<file path="src/rtl/wp_pkg.sv">
// Shared types for the write-protect controller.
// Assumes: the serial front end delivers address bytes already split into fields.
package wp_pkg;
    typedef enum logic [1:0] {
        OP_NONE  = 2'd0,
        OP_SET   = 2'd1,
        OP_CLEAR = 2'd2,
        OP_LOCK  = 2'd3
    } wp_op_e;

    localparam logic [3:0] WP_TYPE_CODE = 4'b0110;
    localparam logic [2:0] SEL_LOCK     = 3'b001;
    localparam logic [2:0] SEL_CLEAR    = 3'b010;
    localparam logic [2:0] SEL_SET      = 3'b011;
endpackage

</file>
<file path="src/rtl/wp_cmd_decode.sv">
// Turns the fields of a matched address byte into a protect operation.
// Assumes: fields are stable while the command strobe is high; purely combinational.
module wp_cmd_decode
    import wp_pkg::*;
(
    input  logic [3:0] cmd_type,
    input  logic [2:0] cmd_sel,
    input  logic       a0_hv,
    output wp_op_e     op
);
    // Map type, selector and high-voltage flag to one operation.
    always_comb begin
        op = OP_NONE;
        if (cmd_type == WP_TYPE_CODE && a0_hv) begin
            unique case (cmd_sel)
                SEL_LOCK:  op = OP_LOCK;
                SEL_SET:   op = OP_SET;
                SEL_CLEAR: op = OP_CLEAR;
                default:   op = OP_NONE;
            endcase
        end
    end
endmodule

</file>
<file path="src/rtl/wp_flag_regs.sv">
// Holds the protect and lock flags and registers the acknowledge decision.
// Assumes: cmd_valid is a single-cycle strobe; the lock flag is one-way.
module wp_flag_regs
    import wp_pkg::*;
(
    input  logic   clk,
    input  logic   rst_n,
    input  logic   cmd_valid,
    input  wp_op_e op,
    input  logic   wp_pin,
    output logic   set_q,
    output logic   lock_q,
    output logic   ack_valid,
    output logic   ack
);
    logic accept;

    // A command is taken when decoded, the pin is low and the lock is clear.
    always_comb accept = cmd_valid && (op != OP_NONE) && !wp_pin && !lock_q;

    // Update flags and present the acknowledge one cycle after the strobe.
    always_ff @(posedge clk) begin
        if (!rst_n) begin
            set_q     <= 1'b0;
            lock_q    <= 1'b0;
            ack_valid <= 1'b0;
            ack       <= 1'b0;
        end else begin
            ack_valid <= cmd_valid;
            ack       <= accept;
            if (accept) begin
                unique case (op)
                    OP_SET:   set_q  <= 1'b1;
                    OP_CLEAR: set_q  <= 1'b0;
                    OP_LOCK:  lock_q <= 1'b1;
                    default:  ;
                endcase
            end
        end
    end

    // the lock never drops while out of reset
    a_r4_lock_sticky: assert property (@(posedge clk) disable iff (!rst_n)
        lock_q |=> lock_q);

    // pin high freezes both flags and refuses the command
    a_r5_pin_blocks: assert property (@(posedge clk) disable iff (!rst_n)
        (cmd_valid && wp_pin) |=> (ack_valid && !ack && $stable(set_q) && $stable(lock_q)));

    // lock set means no acknowledge and no protect change
    a_r6_locked_nack: assert property (@(posedge clk) disable iff (!rst_n)
        (cmd_valid && lock_q) |=> (!ack && $stable(set_q)));

    // an accepted clear leaves the protect flag low
    a_r3_clear_drops: assert property (@(posedge clk) disable iff (!rst_n)
        (cmd_valid && op == OP_CLEAR && !wp_pin && !lock_q) |=> (ack && !set_q));

    // acknowledge only alongside its valid, valid only after a strobe
    a_r10_ack_framing: assert property (@(posedge clk) disable iff (!rst_n)
        ack_valid |-> $past(cmd_valid));
    a_r10_ack_has_valid: assert property (@(posedge clk) disable iff (!rst_n)
        ack |-> ack_valid);
endmodule

</file>
<file path="src/rtl/wp_write_gate.sv">
// Blocks writes into the lower half of the address space while protected.
// Assumes: the protected region is every address with the MSB clear.
module wp_write_gate #(
    parameter int ADDR_W = 8
) (
    input  logic              clk,
    input  logic              rst_n,
    input  logic [ADDR_W-1:0] acc_addr,
    input  logic              acc_write,
    input  logic              set_q,
    input  logic              lock_q,
    output logic              acc_block
);
    localparam int MSB = ADDR_W - 1;

    logic in_low_half;

    // Gate a write that falls into the protected half.
    always_comb begin
        in_low_half = !acc_addr[MSB];
        acc_block   = acc_write && in_low_half && (set_q || lock_q);
    end

    // reads pass whatever the flags hold
    a_r8_read_free: assert property (@(posedge clk) disable iff (!rst_n)
        !acc_write |-> !acc_block);

    // upper half is never gated
    a_r7_upper_free: assert property (@(posedge clk) disable iff (!rst_n)
        acc_addr[MSB] |-> !acc_block);
endmodule

</file>
<file path="src/rtl/wp_ctrl.sv">
// Top of the software write-protect controller: decode, flags, write gate.
// Assumes: one command strobe per matched address byte; accesses are qualified outside.
module wp_ctrl
    import wp_pkg::*;
#(
    parameter int ADDR_W = 8
) (
    input  logic              clk,
    input  logic              rst_n,
    input  logic              cmd_valid,
    input  logic [3:0]        cmd_type,
    input  logic [2:0]        cmd_sel,
    input  logic              a0_hv,
    input  logic              wp_pin,
    input  logic [ADDR_W-1:0] acc_addr,
    input  logic              acc_write,
    output logic              cmd_ack_valid,
    output logic              cmd_ack,
    output logic              acc_block
);
    wp_op_e op;
    logic   set_q;
    logic   lock_q;

    wp_cmd_decode u_dec (
        .cmd_type (cmd_type),
        .cmd_sel  (cmd_sel),
        .a0_hv    (a0_hv),
        .op       (op)
    );

    wp_flag_regs u_flags (
        .clk       (clk),
        .rst_n     (rst_n),
        .cmd_valid (cmd_valid),
        .op        (op),
        .wp_pin    (wp_pin),
        .set_q     (set_q),
        .lock_q    (lock_q),
        .ack_valid (cmd_ack_valid),
        .ack       (cmd_ack)
    );

    wp_write_gate #(.ADDR_W(ADDR_W)) u_gate (
        .clk       (clk),
        .rst_n     (rst_n),
        .acc_addr  (acc_addr),
        .acc_write (acc_write),
        .set_q     (set_q),
        .lock_q    (lock_q),
        .acc_block (acc_block)
    );

    // a wrong type nibble is never acknowledged
    a_r1_type_only: assert property (@(posedge clk) disable iff (!rst_n)
        (cmd_valid && cmd_type != WP_TYPE_CODE) |=> !cmd_ack);

    // without high voltage nothing is acknowledged
    a_r2_needs_hv: assert property (@(posedge clk) disable iff (!rst_n)
        (cmd_valid && !a0_hv) |=> !cmd_ack);
endmodule

</file>
<file path="config.mk">
export PLATFORM = sky130hd
export DESIGN_NAME = wp_ctrl
export DESIGN_NICKNAME = d
export VERILOG_FILES = /design/src/rtl/wp_pkg.sv /design/src/rtl/wp_cmd_decode.sv /design/src/rtl/wp_flag_regs.sv /design/src/rtl/wp_write_gate.sv /design/src/rtl/wp_ctrl.sv
export SDC_FILE = /design/constraint.sdc
export NUM_CORES = 1
export LEC_CHECK = 0
export BUFFER_PORTS_ARGS = -buffer_cell sky130_fd_sc_hd__clkbuf_2
export CAP_MARGIN = 20
export CORE_AREA = 2 2 39 41
export DETAILED_ROUTE_END_ITERATION = 16
export DIE_AREA = 0 0 41 43
export MAX_ROUTING_LAYER = met4
export PLACE_DENSITY = 0.44
export SYNTH_ARGS = -nofsm -noshare
export SYNTH_HDL_FRONTEND = slang
export SYNTH_HIERARCHICAL = 1
export SYNTH_SLANG_ARGS = --single-unit
</file>
<file path="constraint.sdc">
create_clock -name clk -period 2.9 [get_ports clk]
set_clock_uncertainty 0.15 [all_clocks]
set_input_delay 0.58 -clock clk [delete_from_list [all_inputs] [get_ports clk]]
set_output_delay 0.58 -clock clk [all_outputs]
set_load 0.05 [all_outputs]
</file>
==> results of run 1 <==
==> cells in the final DEF, fill, tap and decap left out, drive strengths merged, types with 2 or more instances in the layout <==
| master | netlist | routed |
|---|---|---|
| a21oi | 2 | 2 |
| and2 | 2 | 2 |
| clkbuf | 0 | 19 |
| dfxtp | 4 | 4 |
| ha | 3 | 3 |
| inv | 3 | 3 |
| nor2 | 3 | 3 |
==> stage by stage <==
step	util	cells
after floorplan	-	25
after global placement	0.2523	58
after detailed placement	0.2523	58
after CTS	0.2685	61
after global routing	0.2685	61
final	0.2685	61
==> critical path, stage by stage <==
cell,delay (ns)
clkbuf_2,0.07
or4b_1,0.54
nor3_1,0.27
inv_1,0.07
ha_1,0.22
nor4b_4,0.33
a21oi_1,0.11
a311oi_1,0.24
==> kinds of logic (layout without fill, tap and decap cells) <==
kind of cell | after synthesis | count (layout) | synth area share
compound gates | 3 | 3 | 0.07773
xor+xnor | 1 | 1 | 0.03628
fa+ha+maj | 3 | 3 | 0.1555
buf+inv | 3 | 23 | 0.04663
flops | 4 | 4 | 0.3316
simple gates | 11 | 11 | 0.3523
==> cell type report <==
class,count,share of cell area
clock buffers,3,0.06061
inverters,3,0.03030
multi-input cells,18,0.4040
flip-flops and latches,4,0.2155
well taps,16,0.05387
repair buffers,17,0.2357
==> flip-flops by register name, indices dropped and copies added, names as in the netlist <==
signal,cells
u_flags/lock_q,1
u_flags/set_q,1
u_flags/ack_valid,1
u_flags/ack,1
==> per-layer routing <==
layer	global-route usage	vias up	routed length (um)
met1	0.05449	90	167
met4	0	0	0
met3	0.04712	0	69
met2	0.08750	14	193
li1	-	125	-
met5	-	-	0
==> final timing paths <==
check                 start             to
max              cmd_sel[2]  u_flags/set_q
min           u_flags/set_q  u_flags/set_q
max reg2reg  u_flags/lock_q  u_flags/set_q
min reg2reg   u_flags/set_q  u_flags/set_q
==> where the power goes <==
group / switching (mW) / leakage [nW] / internal (mW)
combinational: 0.00822 / 0.130 / 0.00990
sequential: 0.000155 / 0.0325 / 0.0561
clock: 0.0197 / 0.0138 / 0.0461
==> metrics list, run 1 <==
* Leading cell types by total area after synthesis: dfxtp_1 33%, ha_1 16%, nor4b_4 9.8%
- Mean cell area of the mapped netlist: 9.659 um^2
* Total length of routed wires: 429 um
* TritonCTS sink count: 4
- Number of global-route vias before repair: 188
- Number of max-cap violations: 0
- Data on the critical path arrives at its endpoint at 2.42 ns.
- The later pin in the worst-skew pair is clocked with a latency of 0.23 ns.
* Footprint of the flip-flops and latches: 80.08 um^2
- The max-slew violation count came to 0.
- Power spread over the standard cell area amounts to 377.2 mW/mm^2.
- Net count after synthesis: 49
* Filler cells: 152
- Summed over all cells, the static leakage comes to 0.1766 nW.
- VDD sags by at most 0.09099 mV.
- The detailed router placed 229 vias in this run.
* Routability Congestion: 0.6346
- Post-CTS timing repair inserted 0 buffers for setup.
- Sum of overflow across all layers after global routing: 0
- Along the worst hold path, the cell count comes to 2.
- Post-synth ARST share: 0
- Setup violations remaining at the end of the flow were counted as 0.
- Timing analysis after detailed placement gives a worst setup slack of 0.2047 ns.
* Final Hold Vio Count: 0
- The number of antenna diodes in the final layout is 0.
- CTS root buffer: clkbuf_4
* Flops & latches, synth: 4
* Chip width: 41 um
- Maximum clock path buffer count: 2
- Floorplan die area: 0.001763 mm^2
- Floorplan row count: 14
- Power, Total: 0.1402 mW
* Max FO, Critical Path: 4
- The die is 43 um tall.
- After clock tree synthesis, the repair step resized 0 gates.
- Post-layout worst setup margin: 0.4660 ns
- WS Path Type: in2reg
- Worst slew margin: 0.8125
- Worst min path class: reg2reg
- Residual DRC: 0
* Most instantiated library cell after synthesis: dfxtp_1
- The run finished with clean final reports.
* First-pass detailed-route iteration total: 1
- Tightest Pin Transition: 0.2801 ns
- Share of the clock period used by the worst path after layout: 0.8393
* Share of layout cells above drive strength 1: 0.5111
- The detailed router finished its first iteration with 0 violations.
- Critical path launch point type: input port
- Timing-limited maximum frequency: 0.4108 GHz
- In this run the cell area measured after placement is 349.1 um^2.
* Worst EP required: 2.89 ns
* Routed wire per std cell: 7.033 um
- Commonest cells post-synth: 4 x dfxtp_1, 3 x ha_1, 3 x inv_1, 3 x nor2_1, 2 x a21oi_1
* RSZ-0062 raised after global routing: false
- Clock buffers created by TritonCTS: 3
- Clock-pin slew was measured on the worst setup and hold paths at 0.04 ns.
- Unique cell type count in the Yosys netlist: 15
* Core area: 0.001384 mm^2
* Final critical path time including I/O delays and setup: 2.434 ns
- Largest net degree at the start of global routing: 5
* TNS Setup: 0 ns
- Proportion of netlist area held by the largest area contributor: 0.3316
- Count of port buffers added during placement: 16
- Path depth of the worst reg2reg path: 3
* Initial Util: 0.1745
- Quantity of hold-fixing buffers added after cts: 0
- Synth Cell Area: 241.5 um^2
* Final instance area: 371.6 um^2
- Multi-input combinational cell area: 150.1 um^2
- Cell type with the highest aggregate area in the netlist: dfxtp_1
- Counting flops with a built-in enable in the synthesized netlist gives 0.
* Clock tree from TritonCTS: yes
* All-Layer GR Usage: 0.05550
* H-tree depth: 1
- CP Capture Type: flop
- Remaining antenna violation count: 0
* Vias per cell: 3.754
- Among all flip-flop cells after synthesis, the most frequent one is dfxtp_1.
- Hold WS: 0.3570 ns
* # IOs: 24
* # nets final: 71
- Internal reg-to-reg setup slack: 1.63 ns
- The cell count after synthesis came out at 25.
* Wire length of the first global-routing pass: 627 um
- The share of the Yosys chip area taken by registers is 0.3316.
* Antenna violations before repair: 0
- The area growth from synthesis to layout is 53.89%.
- During synthesis, Yosys emitted a total of 6 warnings.
- Detailed placement finished with a half-perimeter wire length of 397.1 um.
Power figures use the tool's default switching activity.
==> inputs of run 2 (changes only) <==
Settings changed: PLACE_DENSITY 0.44 to 0.46.
Clock period 2.9 ns to 2.1 ns, I/O delays scaled along.
==> metrics list, run 2 (synthesized netlist as in run 1, its figures left out) <==
- Outcome: finished clean (unchanged).
- Final HPWL DP: 412.1 um (was 397.1 um)
- The type of the setup path with the least slack is in2reg (unchanged).
* Commonest non-fill, non-tap cell in the layout: clkbuf_2 (unchanged)
- The final setup slack of the worst path is 0.09726 ns (was 0.4660 ns).
- The number of post-CTS setup repair buffers was 0 (unchanged).
- The total I/O pin count is 24 (unchanged).
- The cell family contributing the most delay on the critical path was simple AND/OR/NAND/NOR gates (unchanged).
- Clock buffers created by TritonCTS: 3 (unchanged)
- Routability Congestion: 0.6522 (was 0.6346)
* Area added between synthesis and finish: 68.39% (was 53.89%)
* Critical Path End: u_flags/set_q (unchanged)
- Largest net degree at the start of global routing: 4 (was 5)
- The die outline area was 0.001763 mm^2 (unchanged).
- The number of max-capacitance violations reported is 0 (unchanged).
- The area of the core was 0.001384 mm^2 (unchanged).
* Residual DRC: 0 (unchanged)
- Worst min path class: in2reg (was reg2reg)
* Insertion delay to the later sink of the worst-skew pair: 0.23 ns (about the same)
* Largest stage delay on the critical path: 0.56 ns (was 0.54 ns)
- The via density per instance came to 3.746 (was 3.754).
* Antenna violations before repair: 0 (unchanged)
- The starting density of the core came to 0.1745 (unchanged).
- The first-pass iteration count of the detailed router came to 1 (unchanged).
- Internal reg-to-reg setup slack: 0.94 ns (was 1.63 ns)
* CP Capture Type: flop (unchanged)
* Chip width: 41 um (unchanged)
- CTS root buffer: clkbuf_4 (unchanged)
- R2r startpoint: u_flags/lock_q (unchanged)
- The number of nets in the layout came to 73 (was 71).
- The clock-pin slew reported for the worst setup and hold paths after clock tree synthesis was 0.04 ns (about the same).
- Worst IR drop on VDD: 0.1051 mV (was 0.09099 mV)
- Total length of routed wires: 473 um (was 429 um)
- Max FO, Critical Path: 2 (was 4)
- Leakage Power: 0.1962 nW (was 0.1766 nW)
- The endpoint of the most critical register-to-register path was u_flags/set_q (unchanged).
* Worst slack after detailed placement: -0.1362 ns (was 0.2047 ns)
* Via count: 236 (was 229)
- The number of cell instances on the worst register-to-register path is 3 (unchanged).
- The slowest cell on the critical path is or4b_4 (was or4b_1).
* Pins Over Slew Limit: 0 (unchanged)
* Wire length of the first global-routing pass: 717 um (was 627 um)
* Critical Path AT: 1.99 ns (was 2.42 ns)
- Buffers and inverters on the worst path: 2 (unchanged)
* Finish-stage setup viols: 0 (unchanged)
- The total overflow reported by the global router is 0 (unchanged).
- The source of the critical timing path is cmd_sel[2] (unchanged).
- The TritonCTS clock tree is yes (unchanged).
- The detailed router's first-iteration violation count came to 0 (unchanged).
- RSZ-0062 raised after global routing: true (was false)
- Final Hold Vio Count: 0 (unchanged)
* Most frequent cells in the layout: 16 x clkbuf_2, 4 x dfxtp_1, 3 x clkbuf_4, 3 x inv_1, 3 x buf_4 (was 16 x clkbuf_2, 4 x dfxtp_1)
* Floorplan row count: 14 (unchanged)
- Routed wire per std cell: 7.508 um (was 7.033 um)
- The critical hold path startpoint is cmd_valid (was u_flags/set_q).
- The cell count along the critical path came to 8 (unchanged).
- Maximum clock path buffer count: 2 (unchanged)
* Worst EP required: 2.09 ns (was 2.89 ns)
- Number of global-route vias before repair: 207 (was 188)
* TNS Setup: 0 ns (unchanged)
- Chain of cells forming the critical path: clkbuf_2 > or4b_4 > nor3_4 > inv_1 > ha_2 > nor4b_4 > a21oi_1 > a311oi_1 (was clkbuf_2 > or4b_1 > nor3_1 > inv_1 > ha_1 > nor4b_4 > a21oi_1 > a311oi_1).
- The final antenna diode count came to 0 (unchanged).
- Dividing the final minimum period by the clock period gives 0.9537.
- The tightest slew margin relative to the limit was 0.8147 (was 0.8125).
- The number of H-tree levels was 1 (unchanged).
* Count of port buffers added during placement: 16 (unchanged)
- Final critical path time including I/O delays and setup: 2.003 ns
* Y dimension of the die: 43 um (unchanged)
* Remaining antenna violation count: 0 (unchanged)
- The sink count of the clock tree was 4 (unchanged).
- All-Layer GR Usage: 0.06578 (was 0.05550)
- Total power per unit cell area: 494.6 mW/mm^2 (was 377.2 mW/mm^2)
- Tightest Pin Transition: 0.2791 ns (was 0.2801 ns)
- Based on the critical path, the design can be clocked at up to 0.4993 GHz.
- The worst hold slack after final layout is 0.2614 ns (was 0.3570 ns).
* Critical path launch point type: input port (unchanged)
- Share of layout cells above drive strength 1: 0.6170 (was 0.5111)
## run 2: changes by cell type in the layout (fill, tap and decap cells not counted)
cell	previous run	this run
ha_2	0	1
buf_4	1	3
nor2_1	3	2
or4b_1	1	0
nor3_1	1	0
nor2_2	0	1
or4b_4	0	1
ha_1	3	2
nor3_4	0	1
## run 2: timing repair
item	CTS	global route
hold buffers	0	0
resized for setup	0	1
setup endpoints to repair	0	1
## run 2: how the worst min path moves through the flow
stage,to,slack (ns),cells past startpoint
after global placement,u_flags/set_q,0.35,2
after floorplan,u_flags/set_q,0.33,2
final,u_flags/ack_valid,0.26,2
after detailed placement,u_flags/set_q,0.35,2
after global routing,u_flags/ack_valid,0.25,2
after CTS,u_flags/ack_valid,0.25,2
## run 2: final cells by class
class / count / area [um^2]
Clock buffer: 3 / 22.52
Multi-Input combinational cell: 18 / 170.2
Sequential cell: 4 / 80.08
Timing Repair Buffer: 19 / 102.6
Fill cell: 144 / 977.2
Inverter: 3 / 11.26
Tap cell: 16 / 20.02
## run 2: power by group
part | internal (mW) | total [mW] | switching [mW]
logic | 0.0147 | 0.0287 | 0.0140
clock network | 0.0639 | 0.0948 | 0.0309
registers | 0.0774 | 0.0777 | 0.000218
## run 2: metal layers
metal | up-vias | part of all wire | global-route usage
met5 | - | 0 | -
met2 | 17 | 0.40 | 0.08438
met1 | 90 | 0.47 | 0.07051
met3 | 0 | 0.13 | 0.01571
li1 | 129 | - | -
met4 | 0 | 0 | 0.08000
## run 2: worst reg2reg max path, cell delays in order (launching register included)
cell	delay (ns)
dfxtp_1	0.34
nor4b_4	0.29
a21oi_1	0.09
a311oi_1	0.20
## run 2: per-stage QoR
stage | utilization | instances | power (mW) | instance area [um^2]
floorplan | - | 25 | 0.09175 | 259.0
global placement | 0.2758 | 60 | 0.1073 | 381.6
detailed placement | 0.2758 | 60 | 0.1075 | 381.6
CTS | 0.2920 | 63 | 0.2082 | 404.1
global route | 0.2939 | 63 | 0.2170 | 406.6
finish | 0.2939 | 63 | 0.2011 | 406.6
==> inputs of run 3 (changes only) <==
Settings changed: ABC_CLOCK_PERIOD_IN_PS set to 2100, CORE_AREA 2 2 39 41 to 5 5 42 44, DIE_AREA 0 0 41 43 to 0 0 47 49.
==> metrics list, run 3 (synthesized netlist as in run 1, its figures left out) <==
- The share of power burned in registers came to 0.383 (was 0.386).
- The initial antenna violation count came to 0 (unchanged).
- The number of global-route vias before repair was 265 (was 207).
- Total length of routed wires: 559 um (was 473 um)
* Chip width: 47 um (was 41 um)
* Remaining antenna violation count: 0 (unchanged)
- The die outline height is 49 um (was 43 um).
- The internal power of the cells is 0.1572 mW (was 0.1561 mW).
- Routability Congestion: 0.6590 (was 0.6522)
- RSZ-0062 raised after global routing: true (unchanged)
- Clock tree from TritonCTS: yes (unchanged)
- Share of the clock period used by the worst path after layout: 0.9615 (was 0.9537)
- The final antenna diode count came to 0 (unchanged).
- Floorplan die area: 0.002303 mm^2 (was 0.001763 mm^2)
- Largest net degree at the start of global routing: 4 (unchanged)
* Clock buffers created by TritonCTS: 3 (unchanged)
- Initial Util: 0.1723 (was 0.1745)
- Worst EP required: 2.10 ns (was 2.09 ns)
- The total I/O pin count was 24 (unchanged).
- Number of max-cap violations: 0 (unchanged)
- The area growth from synthesis to final layout is 72.54% (was 68.39%).
* Finish-stage setup viols: 0 (unchanged)
- Routed wire per std cell: 8.873 um (was 7.508 um)
- Worst slack after detailed placement: -0.1758 ns (was -0.1362 ns)
- Quantity of hold-fixing buffers added after cts: 0 (unchanged)
- The type of the setup path with the least slack is in2reg (unchanged).
* Worst IR drop on VDD: 0.1020 mV (was 0.1051 mV)
* CP Capture Type: flop (unchanged)
- The overall routing resource usage came to 0.05921 (was 0.06578).
- # nets final: 73 (unchanged)
- The class of the tightest hold or removal check is in2reg (unchanged).
- Leakage Power: 0.1987 nW (was 0.1962 nW)
- Insertion delay to the later sink of the worst-skew pair: 0.23 ns (about the same)
- Commonest non-fill, non-tap cell in the layout: clkbuf_2 (unchanged)
- Clock transition at the registers of the reported paths: 0.04 ns (about the same)
- Combinational fraction of design power: 0.146 (was 0.143)
- Timing-limited maximum frequency: 0.4953 GHz (was 0.4993 GHz)
- Hold WS: 0.2538 ns (was 0.2614 ns)
- Outcome: finished clean (unchanged)
* First-pass detailed-route iteration total: 1 (unchanged)
* Final Hold Vio Count: 0 (unchanged)
- The final setup slack of the worst path came to 0.08083 ns (was 0.09726 ns).
- Final critical path time including I/O delays and setup: 2.019 ns (was 2.003 ns)
* H-tree depth: 1 (unchanged)
- The switching component of the power came to 0.04544 mW (was 0.04505 mW).
* Wire length of the first global-routing pass: 931 um (was 717 um)
* Share of total power consumed by net switching: 0.2242 (was 0.2240)
- The detailed router's first-iteration violation count was 0 (unchanged).
* CTS root buffer: clkbuf_4 (unchanged)
- Floorplan row count: 14 (unchanged)
- Critical Path AT: 2.02 ns (was 1.99 ns)
- The area of the core was 0.001401 mm^2 (was 0.001384 mm^2).
- The max-slew violation count is 0 (unchanged).
- TritonCTS sink count: 4 (unchanged)
- The power density over the cells is 486.3 mW/mm^2 (was 494.6 mW/mm^2).
- Most frequent cells in the layout: 15 x clkbuf_2, 4 x dfxtp_1, 3 x clkbuf_4, 3 x inv_1, 3 x buf_4 (was 16 x clkbuf_2, 4 x dfxtp_1, 3 x clkbuf_4, 3 x inv_1, 3 x buf_4).
- The share of final-layout standard cells stronger than drive strength 1 was 0.6383 (was 0.6170).
- The via density per instance was 4.016 (was 3.746).
* Maximum clock path buffer count: 2 (unchanged)
- The tightest slew margin relative to the limit is 0.8145 (was 0.8147).
* Tightest Pin Transition: 0.2794 ns (was 0.2791 ns)
* Residual DRC: 0 (unchanged)
* Max FO, Critical Path: 3 (was 2)
- Via count: 253 (was 236)
- The number of buffers added on ports was 16 (unchanged).
* Critical path launch point type: input port (unchanged)
- Sum of overflow across all layers after global routing: 0 (unchanged)
* Clock power frac: 0.471 (about the same)
[run 3: area by class of cell]
type	count	area, um^2
flip-flops and latches	4	80.08
clock buffers	3	22.52
fillers	159	984.7
multi-input cells	18	173.9
repair buffers	19	108.9
inverters	3	11.26
well taps	16	20.02
[run 3: critical path, stage by stage]
cell      delay [ns]
buf_6           0.09
or4b_4          0.55
nor3_4          0.18
inv_1           0.06
ha_2            0.18
nor4b_4         0.25
a21oi_1         0.10
a311oi_1        0.19
[run 3: worst paths after layout]
path	from	end	slack (ns)	depth (start not counted)
min reg2reg	u_flags/set_q	u_flags/set_q	0.36	2
max	cmd_sel[2]	u_flags/set_q	0.08	8
max reg2reg	u_flags/lock_q	u_flags/set_q	0.91	3
min	cmd_valid	u_flags/ack_valid	0.25	2
[run 3: repair_timing]
action	in CTS	in global routing
setup buffers	0	0
setup endpoints to repair	0	2
resized for setup	0	3
[run 3: power by group through the flow]
stage	registers (mW)	clock network, mW	logic (mW)
global route	0.0777	0.103	0.0327
detailed placement	0.0789	0	0.0287
finish	0.0777	0.0954	0.0296
CTS	0.0777	0.102	0.0287
floorplan	0.0827	0	0.00908
global placement	0.0789	0	0.0284
[run 3: stage by stage]
step | TNS [ns] | total power, mW | cells | area (um^2) | utilization
2_1_floorplan | -0.04409 | 0.09175 | 25 | 259.0 | -
3_3_place_gp | -0.3343 | 0.1073 | 60 | 381.6 | 0.2723
3_5_place_dp | -0.3550 | 0.1076 | 60 | 381.6 | 0.2723
4_1_cts | 0 | 0.2081 | 63 | 404.1 | 0.2884
5_1_grt | -0.04566 | 0.2134 | 63 | 416.7 | 0.2973
6_report | 0 | 0.2026 | 63 | 416.7 | 0.2973
[run 3: per-layer routing]
metal	part of all wire	vias up	GRT usage
li1	-	129	-
met1	0.33	104	0.05934
met3	0.18	2	0.01107
met2	0.46	18	0.08371
met4	0.030	0	0.06912
met5	0	-	-
